--- src/rtl/spi_probe_pkg.sv ---
package spi_probe_pkg;

  typedef enum logic {
    PH_ADDR = 1'b0,
    PH_DATA = 1'b1
  } phase_e;

  // Read value of the discovery register file at a given address.
  function automatic logic [7:0] probe_reg_value(
    input logic [7:0]  addr,
    input logic [7:0]  version,
    input logic [15:0] rate_khz
  );
    logic [7:0] v;
    case (addr)
      8'h00:   v = version;
      8'h01:   v = rate_khz[15:8];
      8'h02:   v = rate_khz[7:0];
      default: v = 8'h00;
    endcase
    return v;
  endfunction

endpackage

--- src/rtl/spi_probe_sync.sv ---
module spi_probe_sync #(
  parameter int          W       = 4,
  parameter logic [W-1:0] RST_VAL = '0
) (
  input  logic         clk,
  input  logic         rst_n,
  input  logic [W-1:0] d_i,
  output logic [W-1:0] q_o
);
  logic [W-1:0] stage1, stage2;

  always_ff @(posedge clk or negedge rst_n) begin
    if (!rst_n) begin
      stage1 <= RST_VAL;
      stage2 <= RST_VAL;
    end else begin
      stage1 <= d_i;
      stage2 <= stage1;
    end
  end

  assign q_o = stage2;
endmodule

--- src/rtl/spi_probe_regs.sv ---
module spi_probe_regs #(
  parameter logic [7:0]  VERSION_BCD  = 8'h01,
  parameter logic [15:0] MAX_SCLK_KHZ = 16'd12500
) (
  input  logic [7:0] addr_i,
  output logic [7:0] rdata_o
);
  import spi_probe_pkg::*;

  assign rdata_o = probe_reg_value(addr_i, VERSION_BCD, MAX_SCLK_KHZ);
endmodule

--- src/rtl/spi_probe_engine.sv ---
module spi_probe_engine #(
  parameter int WORD_W = 8,
  localparam int CNT_W = $clog2(WORD_W)
) (
  input  logic              clk,
  input  logic              rst_n,
  input  logic              cpol_i,
  input  logic              cpha_i,
  input  logic              sclk_s,
  input  logic              ss_n_s,
  input  logic              mosi_s,
  input  logic              rw_s,
  input  logic [WORD_W-1:0] rd_data_i,
  output logic [WORD_W-1:0] addr_o,
  output logic              miso_o,
  output logic              sel_o,
  output logic              sample_evt_o,
  output logic              shift_evt_o,
  output logic              in_data_o,
  output logic              rw_q_o,
  output logic [CNT_W-1:0]  bit_cnt_o
);
  import spi_probe_pkg::*;

  localparam logic [CNT_W-1:0] LAST_BIT = CNT_W'(WORD_W - 1);

  logic              sclk_d;
  logic              rise, fall, lead, trail, sel;
  logic              sample_evt, shift_evt;
  phase_e            phase;
  logic [CNT_W-1:0]  bit_cnt;
  logic [WORD_W-1:0] rx_sr, tx_sr, addr_q, load_val;
  logic              rw_q;

  always_ff @(posedge clk or negedge rst_n) begin
    if (!rst_n) sclk_d <= 1'b0;
    else        sclk_d <= sclk_s;
  end

  assign rise  = sclk_s & ~sclk_d;
  assign fall  = ~sclk_s & sclk_d;
  assign lead  = cpol_i ? fall : rise;
  assign trail = cpol_i ? rise : fall;
  assign sel   = ~ss_n_s;

  // Sampling edge and output edge swap roles with the phase setting.
  assign sample_evt = sel & (cpha_i ? trail : lead);
  assign shift_evt  = sel & (cpha_i ? lead : trail);

  assign load_val = (phase == PH_DATA && rw_s) ? rd_data_i : '0;

  always_ff @(posedge clk or negedge rst_n) begin
    if (!rst_n) begin
      phase   <= PH_ADDR;
      bit_cnt <= '0;
      rx_sr   <= '0;
      tx_sr   <= '0;
      addr_q  <= '0;
      rw_q    <= 1'b0;
    end else if (!sel) begin
      phase   <= PH_ADDR;
      bit_cnt <= '0;
      tx_sr   <= '0;
      rw_q    <= 1'b0;
    end else begin
      if (sample_evt) begin
        rx_sr   <= {rx_sr[WORD_W-2:0], mosi_s};
        bit_cnt <= (bit_cnt == LAST_BIT) ? '0 : bit_cnt + 1'b1;
        if (bit_cnt == LAST_BIT) begin
          if (phase == PH_ADDR) begin
            addr_q <= {rx_sr[WORD_W-2:0], mosi_s};
            phase  <= PH_DATA;
          end else begin
            phase  <= PH_ADDR;
          end
        end
      end
      if (shift_evt) begin
        if (bit_cnt == '0) begin
          tx_sr <= load_val;
          if (phase == PH_DATA) rw_q <= rw_s;
        end else begin
          tx_sr <= {tx_sr[WORD_W-2:0], 1'b0};
        end
      end
    end
  end

  assign addr_o       = addr_q;
  assign miso_o       = sel & tx_sr[WORD_W-1];
  assign sel_o        = sel;
  assign sample_evt_o = sample_evt;
  assign shift_evt_o  = shift_evt;
  assign in_data_o    = (phase == PH_DATA);
  assign rw_q_o       = rw_q;
  assign bit_cnt_o    = bit_cnt;
endmodule

--- src/rtl/spi_probe_slave.sv ---
module spi_probe_slave #(
  parameter logic [7:0]  VERSION_BCD  = 8'h01,
  parameter logic [15:0] MAX_SCLK_KHZ = 16'd12500
) (
  input  logic       clk,
  input  logic       rst_n,
  input  logic [1:0] mode_i,
  input  logic       rw_i,
  input  logic       sclk_i,
  input  logic       ss_n_i,
  input  logic       mosi_i,
  output logic       miso_o
);
  localparam int WORD_W = 8;
  localparam int CNT_W  = $clog2(WORD_W);

  logic              cpol_q, cpha_q;
  logic [3:0]        sync_q;
  logic              sclk_s, ss_n_s, mosi_s, rw_s;
  logic [WORD_W-1:0] addr, rd_data;
  logic              ss_sel, sample_evt, shift_evt, in_data, rw_q;
  logic [CNT_W-1:0]  bit_cnt;

  // Mode follows the pins while reset is held and freezes at release.
  always_ff @(posedge clk) begin
    if (!rst_n) begin
      cpol_q <= mode_i[1];
      cpha_q <= mode_i[0];
    end
  end

  spi_probe_sync #(.W(4), .RST_VAL(4'b0100)) u_sync (
    .clk   (clk),
    .rst_n (rst_n),
    .d_i   ({rw_i, ss_n_i, mosi_i, sclk_i}),
    .q_o   (sync_q)
  );
  assign {rw_s, ss_n_s, mosi_s, sclk_s} = sync_q;

  spi_probe_regs #(.VERSION_BCD(VERSION_BCD), .MAX_SCLK_KHZ(MAX_SCLK_KHZ)) u_regs (
    .addr_i  (addr),
    .rdata_o (rd_data)
  );

  spi_probe_engine #(.WORD_W(WORD_W)) u_engine (
    .clk          (clk),
    .rst_n        (rst_n),
    .cpol_i       (cpol_q),
    .cpha_i       (cpha_q),
    .sclk_s       (sclk_s),
    .ss_n_s       (ss_n_s),
    .mosi_s       (mosi_s),
    .rw_s         (rw_s),
    .rd_data_i    (rd_data),
    .addr_o       (addr),
    .miso_o       (miso_o),
    .sel_o        (ss_sel),
    .sample_evt_o (sample_evt),
    .shift_evt_o  (shift_evt),
    .in_data_o    (in_data),
    .rw_q_o       (rw_q),
    .bit_cnt_o    (bit_cnt)
  );
endmodule

--- config.mk ---
export PLATFORM = sky130hd
export DESIGN_NAME = spi_probe_slave
export DESIGN_NICKNAME = d
export VERILOG_FILES = /design/src/rtl/spi_probe_pkg.sv /design/src/rtl/spi_probe_sync.sv /design/src/rtl/spi_probe_regs.sv /design/src/rtl/spi_probe_engine.sv /design/src/rtl/spi_probe_slave.sv
export SDC_FILE = /design/constraint.sdc
export NUM_CORES = 1
export LEC_CHECK = 0
export BUFFER_PORTS_ARGS = -buffer_cell sky130_fd_sc_hd__buf_2
export CORE_ASPECT_RATIO = 0.5
export CORE_MARGIN = 2
export CORE_UTILIZATION = 45
export CTS_BUF_LIST = sky130_fd_sc_hd__clkbuf_2
export CTS_CLUSTER_DIAMETER = 40
export CTS_CLUSTER_SIZE = 40
export DETAILED_ROUTE_END_ITERATION = 8
export GPL_ROUTABILITY_DRIVEN = 0
export GPL_TIMING_DRIVEN = 0
export SLEW_MARGIN = 20
export SYNTH_ARGS = -nofsm -noshare
export SYNTH_HDL_FRONTEND = slang
export SYNTH_HIERARCHICAL = 1
export SYNTH_SLANG_ARGS = --single-unit
--- constraint.sdc ---
create_clock -name clk -period 4.5 [get_ports clk]
set_clock_uncertainty 0.2 [all_clocks]
set_input_delay 0.45 -clock clk [delete_from_list [all_inputs] [get_ports clk]]
set_output_delay 0.45 -clock clk [all_outputs]
set_load 0.05 [all_outputs]
==> run metrics <==
status finished clean; HP Class reg -> reg; wire per inst between 10 and 15 um; PostCTS Resize Cnt 0; drt initial violations 30; FILL cells roughly 300; total negative slack 0 ns; final wirelength roughly 2500 um; Final Hold Viols 0; most common cell after layout, fill and taps aside dfrtp_1; reg2reg path depth 5; die extent in y approximately 46 um; CP top delay family simple AND/OR/NAND/NOR gates; Post-CTS Hold Fix Bufs 6; die width approximately 89 um; Crit Path Max Fanout 9; crit-path cells buf_4 > nor3b_1 > mux2i_2 > nor3b_4 > mux2_2; DRC errors left 0; IO Port Bufs 8; Core Rows 15; Critical Path End Type register; Pleak 0.827 nW; total power ~0.00062 W; Final Max Tran Viols 0; clk root buf clkbuf_2; CTS tree yes; slew margin rel. 0.471; slew of the pin with the lowest slew margin 0.794 ns; Worst R2R End u_engine/addr_o[3]$_DFFE_PN0P_; H-tree depth 2; fmax 449 MHz; synthesized area per cell 13.8 um^2; WP data required roughly 4.6 ns; worst path bufs/invs 1; Synthesis Warnings 6; clock-pin slew on the worst setup and hold paths 0.20 ns; I/O Pins 9; VDD IR-drop max 0.176 mV; RSZ-0062 raised after global routing false; CP endpoint u_engine/addr_o[3]$_DFFE_PN0P_; critical path class reg -> reg; Die ar. 4100 um^2; setup slack at placement around 2.3 ns; most frequent cells in the layout 34 x dfrtp_1, 15 x mux2_2, 8 x buf_2, 8 x o2bb2ai_1; DR pass1 iterations 4; slowest CP cell nor3b_4; CP Launch Type register; vias ~920; Max Cap Viol 0; Final Net Count 151; worst r2r src u_sync/q_o[2]$_DFF_PN1_; post-synthesis cell count between 100 and 150; Clock Tree Buf Depth 2; Mapped Area about 1600 um^2; post-DP HPWL approximately 1600 um; Core Box Area ~3400 um^2; count of final setup violators 0; R2R Setup Slk about 2.3 ns; critical path arrival about 2.3 ns; vias in the first global route roughly 900; Final Worst Setup Slack roughly 2.3 ns; slowest stage delay, CP 0.50 ns; Vias/cell between 4 and 5; period utilisation layout 0.495; cts bufs inserted 5; critical path depth 5; ANT cells 0; initial core utilization 0.469; antenna violations before repair 0; Total GRT Usage 0.142; Sink Count 38; share of layout cells above drive strength 1 0.319; first-pass GRT wire length approximately 4200 um; Critical Path Start u_sync/q_o[2]$_DFF_PN1_; Cell Pwr Density 341 nW/um^2; gr ovfl total 0; Clock Latency Late Sink around 0.38 ns; hold slack ~0.16 ns; Post-CTS Setup Inserts 0; post-route minimum period 2.23 ns; pin count of the biggest net entering global routing 38; area grow syn2layout 13.6%; remaining antenna violation count 0
==> layout make-up <==
cell class                      count  area, um^2  share of cell area
Sequential cell                    38         963               0.527
Clock inverter                      3        16.3             0.00889
Buffer                              6        41.3              0.0226
Clock buffer                        5        25.0              0.0137
Inverter                            6        22.5              0.0123
Multi-Input combinational cell     68         587               0.321
Tap cell                           51        63.8              0.0349
Timing Repair Buffer               15         110              0.0602
==> flip-flops by register name, summed over array words and instances (netlist names) <==
register            cells
u_engine/bit_cnt_o      3
u_engine/rx_sr          7
u_sync/stage1           4
u_engine/sclk_d         1
u_engine/in_data_o      1
u_engine/tx_sr          8
u_engine/addr_o         8
u_sync/q_o              4
cpha_q                  1
cpol_q                  1
==> worst min path at each step <==
stage                     slack [ns]                  startpoint  cells after the start                             end
after floorplan                -0.05                       rst_n                      0  u_engine/addr_o[0]$_DFFE_PN0P_
after CTS                      0.004                   mode_i[0]                      1                cpha_q$_DFFE_PN_
after global placement          0.13  u_sync/stage1[3]$_DFF_PN0_                      0         u_sync/q_o[3]$_DFF_PN0_
after global routing            0.18  u_sync/stage1[2]$_DFF_PN1_                      0         u_sync/q_o[2]$_DFF_PN1_
after detailed placement        0.14  u_sync/stage1[0]$_DFF_PN0_                      0         u_sync/q_o[0]$_DFF_PN0_
final                           0.16  u_sync/stage1[2]$_DFF_PN1_                      0         u_sync/q_o[2]$_DFF_PN1_
==> where the power goes <==
| part | leakage, nW | switching, W | total, W | internal, W |
|---|---|---|---|---|
| Sequential | 0.488 | 0.0000231 | 0.000403 | 0.000380 |
| Combinational | 0.313 | 0.0000329 | 0.0000739 | 0.0000410 |
| Clock | 0.0264 | 0.000111 | 0.000147 | 0.0000355 |
| Total | 0.827 | 0.000167 | 0.000624 | 0.000457 |
==> routing by layer <==
metal,up-vias,wire length (um),GRT usage
li1,462,-,-
met1,442,1340,0.201
met2,11,1050,0.203
met3,0,79,0.0538
met4,0,0,0.0455
met5,-,0,0
==> through the flow <==
step,std cells,util,cell area (um^2)
floorplan,118,-,1610
global placement,177,0.500,1720
detailed placement,177,0.500,1720
CTS,191,0.530,1820
global route,192,0.533,1830
finish,192,0.533,1830
(Power assumes the default switching activity.)
